--- config.mk ---
export PLATFORM = sky130hd
export DESIGN_NAME = mon_tx_watchdog
export DESIGN_NICKNAME = d
export VERILOG_FILES = /design/src/rtl/mon_tx_wd_pkg.sv /design/src/rtl/mon_tx_wd_timer.sv /design/src/rtl/mon_tx_wd_eom.sv /design/src/rtl/mon_tx_watchdog.sv
export SDC_FILE = /design/constraint.sdc
export NUM_CORES = 1
export LEC_CHECK = 0
export BUFFER_PORTS_ARGS = -buffer_cell sky130_fd_sc_hd__buf_2
export CORE_AREA = 5 5 42 44
export DETAILED_ROUTE_END_ITERATION = 8
export DIE_AREA = 0 0 47 49
export RECOVER_POWER = 50
export SYNTH_ARGS = -nofsm -noshare
export SYNTH_HDL_FRONTEND = slang
export SYNTH_SLANG_ARGS = --single-unit
--- constraint.sdc ---
create_clock -name clk -period 1.2 [get_ports clk]
set_input_delay 0.18 -clock clk [delete_from_list [all_inputs] [get_ports clk]]
set_output_delay 0.18 -clock clk [all_outputs]
set_load 0.005 [all_outputs]
--- src/rtl/mon_tx_wd_pkg.sv ---
package mon_tx_wd_pkg;
    localparam int unsigned STALL_FRAMES_DEF = 40;
    localparam int unsigned EOM_FRAMES_DEF   = 2;
endpackage

--- src/rtl/mon_tx_wd_timer.sv ---
module mon_tx_wd_timer #(
    parameter int unsigned LIMIT = 40,
    localparam int unsigned CW   = $clog2(LIMIT + 1)
) (
    input  logic          clk,
    input  logic          rst_n,
    input  logic          frame_i,
    input  logic          run_i,
    input  logic          clr_i,
    output logic          expire_o,
    output logic [CW-1:0] count_o
);
    typedef struct packed {
        logic [CW-1:0] cnt;
    } tmr_t;

    tmr_t st_d, st_q;

    always_comb begin
        st_d     = st_q;
        expire_o = 1'b0;
        if (!run_i || clr_i) begin
            st_d.cnt = '0;
        end else if (frame_i) begin
            if (st_q.cnt == CW'(LIMIT - 1)) begin
                expire_o = 1'b1;
                st_d.cnt = '0;
            end else begin
                st_d.cnt = st_q.cnt + 1'b1;
            end
        end
    end

    always_ff @(posedge clk or negedge rst_n) begin
        if (!rst_n) st_q <= '0;
        else        st_q <= st_d;
    end

    assign count_o = st_q.cnt;
endmodule

--- src/rtl/mon_tx_wd_eom.sv ---
module mon_tx_wd_eom #(
    parameter int unsigned EOM_FRAMES = 2,
    localparam int unsigned EW        = $clog2(EOM_FRAMES + 1)
) (
    input  logic clk,
    input  logic rst_n,
    input  logic frame_i,
    input  logic start_i,
    output logic active_o,
    output logic pulse_o
);
    typedef struct packed {
        logic          active;
        logic [EW-1:0] fcnt;
        logic          pulse;
    } eom_t;

    eom_t st_d, st_q;

    always_comb begin
        st_d       = st_q;
        st_d.pulse = 1'b0;
        if (!st_q.active) begin
            if (start_i) begin
                st_d.active = 1'b1;
                st_d.fcnt   = '0;
                st_d.pulse  = 1'b1;
            end
        end else if (frame_i) begin
            if (st_q.fcnt == EW'(EOM_FRAMES - 1)) begin
                st_d.active = 1'b0;
                st_d.fcnt   = '0;
            end else begin
                st_d.fcnt = st_q.fcnt + 1'b1;
            end
        end
    end

    always_ff @(posedge clk or negedge rst_n) begin
        if (!rst_n) st_q <= '0;
        else        st_q <= st_d;
    end

    assign active_o = st_q.active;
    assign pulse_o  = st_q.pulse;
endmodule

--- src/rtl/mon_tx_watchdog.sv ---
module mon_tx_watchdog
    import mon_tx_wd_pkg::*;
#(
    parameter int unsigned STALL_FRAMES = STALL_FRAMES_DEF,
    parameter int unsigned EOM_FRAMES   = EOM_FRAMES_DEF,
    localparam int unsigned CW          = $clog2(STALL_FRAMES + 1)
) (
    input  logic clk,
    input  logic rst_n,
    input  logic frame_i,
    input  logic tout_en_i,
    input  logic wait_ack_i,
    input  logic wait_data_i,
    input  logic progress_i,
    input  logic mx_hs_i,
    output logic mx_o,
    output logic abort_o
);
    logic          eom_active;
    logic          stall_run;
    logic          expire;
    logic [CW-1:0] tmr_count;

    // Counting pauses during end-of-message so an abort cannot retrigger.
    assign stall_run = tout_en_i && (wait_ack_i || wait_data_i) && !eom_active;

    mon_tx_wd_timer #(.LIMIT(STALL_FRAMES)) u_timer (
        .clk      (clk),
        .rst_n    (rst_n),
        .frame_i  (frame_i),
        .run_i    (stall_run),
        .clr_i    (progress_i),
        .expire_o (expire),
        .count_o  (tmr_count)
    );

    mon_tx_wd_eom #(.EOM_FRAMES(EOM_FRAMES)) u_eom (
        .clk      (clk),
        .rst_n    (rst_n),
        .frame_i  (frame_i),
        .start_i  (expire),
        .active_o (eom_active),
        .pulse_o  (abort_o)
    );

    assign mx_o = eom_active | mx_hs_i;
endmodule

; ---- After elaboration in Yosys (flattened, before gate mapping)
; Index checks and enable logic that the tools add are counted.
[word_totals]
regBits = 10
latchBits = 0
ramBits = 0
mem_bits_ro = 0
output_inout_bits = 2
n_memories = 0
[classes]
add_sub_neg = 2
mul = 0
div_mod_pow = 0
order_cmp = 0
eq_ne = 3
shifts = 0
n_mux = 12
n_bitwise = 1
reduce_logical = 9
[ops]
columns = operator, count
row1 = 2-to-1 mux 6 bit, 3
row2 = adder 6 x 1 -> 6 bit (second input constant), 1
row3 = equality test 6 bit (second input constant), 1
row4 = 2-to-1 mux 3 bit, 2
row5 = 2-to-1 mux 1 bit, 5
row6 = 2-to-1 mux 4 bit, 1
row7 = nonzero test 2 bit, 2
row8 = adder 2 x 1 -> 2 bit (second input constant), 1
row9 = equality test 2 x 1 -> 1 bit (second input constant), 1
row10 = logical AND 1 bit, 2
row11 = logical NOT 1 bit, 2
row12 = logical OR 1 bit, 2
row13 = 2-to-1 mux 2 bit, 1
row14 = != test 2 bit (second input constant), 1
row15 = AND reduction 2 bit, 1
row16 = OR 1 bit, 1

; ---- Longest topological paths before layout
[logic_depth]
depth_word = 8
ltp_mapped = 5
ltp_nobuf = 4

; ---- Cells and area by module
; From an unflattened synthesis, not the netlist that was laid out.
[unflattened]
hier_cells = 48
area_unflattened_um2 = 529.3
[by_module_without_submodules]
columns = module, n_inst, cells_per_inst, area_each_um2, seq_area_each_um2
row1 = mon_tx_wd_timer, 1, 34, 349.1, 150.1
row2 = mon_tx_wd_eom, 1, 11, 157.7, 100.1
row3 = mon_tx_watchdog, 1, 3, 22.5, 0.0

; ---- Worst setup path before layout
; Ideal clock, no wire load.
[synth_timing]
path_type = reg-to-reg
start = register u_timer.st_q (netlist bit u_timer.count_o[3])
end = register u_eom.st_q[1] (netlist bit)
arrival_ns = 0.966
t_required_ns = 1.075
setup_slack_ns = 0.109
stages_incl_launch_ff = 5
n_path_buf = 0
period_less_slack_ns = 1.091
cell_sequence = dfrtp_1 > nor3b_2 > nand4_2 > o211ai_2 > o21ai_1
[synth_via]
elab_chain_cells = 6
[synth_rtl]
columns = item, line
row1 = start: declaration, mon_tx_wd_timer.sv:17  ; tmr_t st_d, st_q;
row2 = start signal: assignment, mon_tx_wd_timer.sv:36  ; else st_q <= st_d;
row3 = equality test 6 bit, mon_tx_wd_timer.sv:25  ; if (st_q.cnt == CW'(LIMIT - 1)) begin
row4 = 2-to-1 mux 1 bit, mon_tx_wd_timer.sv:25
row5 = 2-to-1 mux 1 bit, mon_tx_wd_timer.sv:24  ; end else if (frame_i) begin
row6 = 2-to-1 mux 1 bit, mon_tx_wd_timer.sv:22  ; if (!run_i || clr_i) begin
row7 = nonzero test 2 bit (no source line), -
row8 = AND reduction 2 bit (no source line), -
row9 = end signal: assignment, mon_tx_wd_eom.sv:41  ; else st_q <= st_d;
row10 = end: declaration, mon_tx_wd_eom.sv:18  ; eom_t st_d, st_q;
; No other way between the ends.
; A chain may end at the register's enable or synchronous reset.

; ---- Worst setup path after layout
[layout_timing]
start = register u_eom.st_q (netlist bit u_eom.active_o)
end = output port mx_o
[layout_via]
elab_chain_cells = 1
[layout_rtl]
columns = item, line
row1 = OR 1 bit, mon_tx_watchdog.sv:46  ; assign mx_o = eom_active | mx_hs_i;
row2 = end: declaration, mon_tx_watchdog.sv:16  ; output logic mx_o,
; No other way between the ends.

==> impl_metrics.tcl <==
set metrics [dict create \
    status "complete, but fails checks" \
    violations "negative setup slack" \
    drive_gt1_share_pct 42.9 \
    max_freq_ghz 0.782 \
    timing.rr.end "u_eom.st_q[1]" \
    ys_top_cells_by_area "dfrtp_1 (50%), nor2_1 (6.0%), xor2_1 (5.3%), o211ai_2 (5.0%), nand4_4 (4.3%)" \
    cts_tree "yes" \
    yosys_most_used_dff "dfrtp_1" \
    detail-route-antenna-nets 0 \
    power.switching_fraction_pct 22.0 \
    hold_viol_final 0 \
    grt_max_degree 11 \
    die_w_um 47 \
    seqPwrFrac_pct 55.1 \
    first_iter_violations 2 \
    start_kind "register" \
    mostFrequentLayoutCell "dfrtp_1" \
    core_area_mm2 0.00140 \
    arrival_ns 1.10 \
    gr-total-overflow 0 \
    finClkSkew_ns 0.000419 \
    place.gp.congestion 0.789 \
    fin_hold_ws_ns 0.249 \
    required_ns 1.02 \
    dr.pass1.iters 3 \
    hp-start "tout_en_i" \
    syn_nets 54 \
    peakVddDrop_v 0.000535 \
    cts.clk_slew.worst_paths_ns 0.06 \
    ys_ff_latch 10 \
    min_to "u_eom.pulse_o" \
    critPathKind "register to primary output" \
    synth_top_area_cell "dfrtp_1" \
    fillers 143 \
    finalCritPeriodShare_pct 107 \
    min_path_cells 3 \
    grt_pass1_vias 448 \
    pwr-share-clk_pct 35.9 \
    via_per_inst 4.84 \
    synth_top_area_share_pct 50.1 \
    reg2reg_depth 4 \
    syn_avg_cell_area_um2 11.1 \
    cts_made_buffers 3 \
    start_util_pct 35.6 \
    ys_seq_area_share_pct 50.1 \
    finalMaxSlewViolations 0 \
    cp_max_fo 2 \
    synthArstFlopShare_pct 100 \
    cts-htree-levels 1 \
    io_pins 10 \
    fin_crit_ns 1.28 \
    fp.dieH_um 49 \
    final.setup.worst_slack_ns -0.0788 \
    synthToLayoutAreaGrowth_pct 30.6 \
    switchingPower_mw 0.136 \
    synth.distinct_cells 19 \
    syn_area_um2 499 \
    grt_pass1_wl_um 1880 \
    synth-warning-count 0 \
    rows 14 \
    hpwlAfterDp_um 834 \
    track_usage_pct 11.7 \
    die-area_mm2 0.00230 \
    syn_inst 45 \
    r2r_setup_slack_ns 0.03 \
    p_int_mw 0.482 \
    drt-wirelength-per-cell_um 12.9 \
    drv_cap 0 \
    clock_latency_ns 0.26 \
    synth_enable_flop_cells 0 \
    antenna_found_initial 0 \
    crit-reg2reg-launch "u_timer.count_o[4]" \
    relSlewSlack_pct 61.1 \
    p_leak_nw 0.319 \
    pre_cts_ws_ns 0.0521 \
    drc_errors 0 \
    power_frac_comb_pct 9.0 \
    vias 382 \
    root_buffer "clkbuf_4" \
    cp-end-kind "primary output" \
    layout_common_cells "dfrtp_1 (10), nor2_1 (8), buf_2 (7)" \
    min_path_type "input port to register" \
    report.final.setup_viol 1 \
    port_buffers 9 \
    wl_um 1020 \
    cts_sinks 10 \
    rsz0062_at_grt "true" \
    worst_pin_slew_ns 0.583 \
    cts_max_path_buffers 2 \
    diodes 0 \
    p_per_area_mw_per_mm2 948 \
    nNetsFinal 74 \
]
## state kept, by name, indices dropped and copies added, names as in the netlist
| signal | count |
|---|---|
| u_eom.active_o | 1 |
| u_eom.pulse_o | 1 |
| u_eom.st_q | 2 |
| u_timer.count_o | 6 |
## through the flow
stage	instances	util (%)	setup TNS, ns	total power, mW	instance area (um^2)
floorplan	45	-	0	0.370	499
global placement	74	42.1	0	0.394	591
detailed placement	74	42.1	0	0.396	591
CTS	79	45.9	-0.0985	0.629	643
global route	79	46.5	-0.229	0.667	652
finish	79	46.5	-0.0788	0.618	652
## timing repair
item,4_1_cts,5_1_grt
resized for setup,3,2
hold endpoints to repair,10,0
buffers inserted,1,0
setup endpoints to repair,1,6
hold buffers,1,0
pin swaps,1,1
## synth_stat cells, types with 2 or more instances
library cell and count:
nor2_1 8, xnor2_1 2, o21ai_0 2, o211ai_2 2, xor2_1 3, dfrtp_1 10
nor2_2 2, nand2_1 5
## per-layer routing
metal / global-route usage (%) / share of wire, % / vias to the layer above
li1: - / - / 188
met1: 14.0 / 41 / 178
met2: 16.3 / 50 / 12
met3: 5.17 / 6.4 / 4
met4: 7.37 / 2.0 / 0
met5: 0 / 0 / -
## cell families (layout without fill, tap and decap cells)
kind of cell | Yosys count | count (layout) | share of synthesized area, %
compound gates | 5 | 5 | 8.02
mux | 1 | 1 | 2.01
simple gates | 22 | 22 | 26.3
fa+ha+maj | 1 | 1 | 2.51
xor+xnor | 5 | 5 | 8.77
buf+inv | 1 | 19 | 2.26
flops | 10 | 10 | 50.1
## critical path: stages (launching register included)
cell and delay (ns):
dfrtp_1 0.39, buf_6 0.12, or2_4 0.22, buf_6 0.11
## how the worst max path moves through the flow
stage / slack (ns) / from / endpoint / cells after the start
floorplan: 0.11 / u_timer.count_o[3] / u_eom.st_q[1] / 4
global placement: 0.1 / u_timer.count_o[0] / u_eom.st_q[1] / 4
detailed placement: 0.05 / u_timer.count_o[0] / u_timer.count_o[4] / 4
CTS: -0.1 / u_eom.active_o / mx_o / 3
global route: -0.13 / u_eom.active_o / mx_o / 3
finish: -0.08 / u_eom.active_o / mx_o / 3
## power by group through the flow
stage	registers (mW)	logic [mW]	clock network, mW
floorplan	0.348	0.0221	0
global placement	0.346	0.0480	0
detailed placement	0.346	0.0494	0
CTS	0.340	0.0555	0.233
global route	0.340	0.0622	0.265
finish	0.340	0.0556	0.222
## cell type report
class | instances | area [um^2] | share of cell area (%)
multi-input cells | 34 | 250 | 38.4
flip-flops and latches | 10 | 250 | 38.4
well taps | 16 | 20.0 | 3.07
clock buffers | 3 | 22.5 | 3.45
repair buffers | 16 | 109 | 16.7
No activity file was read; power rests on OpenSTA's default activity.
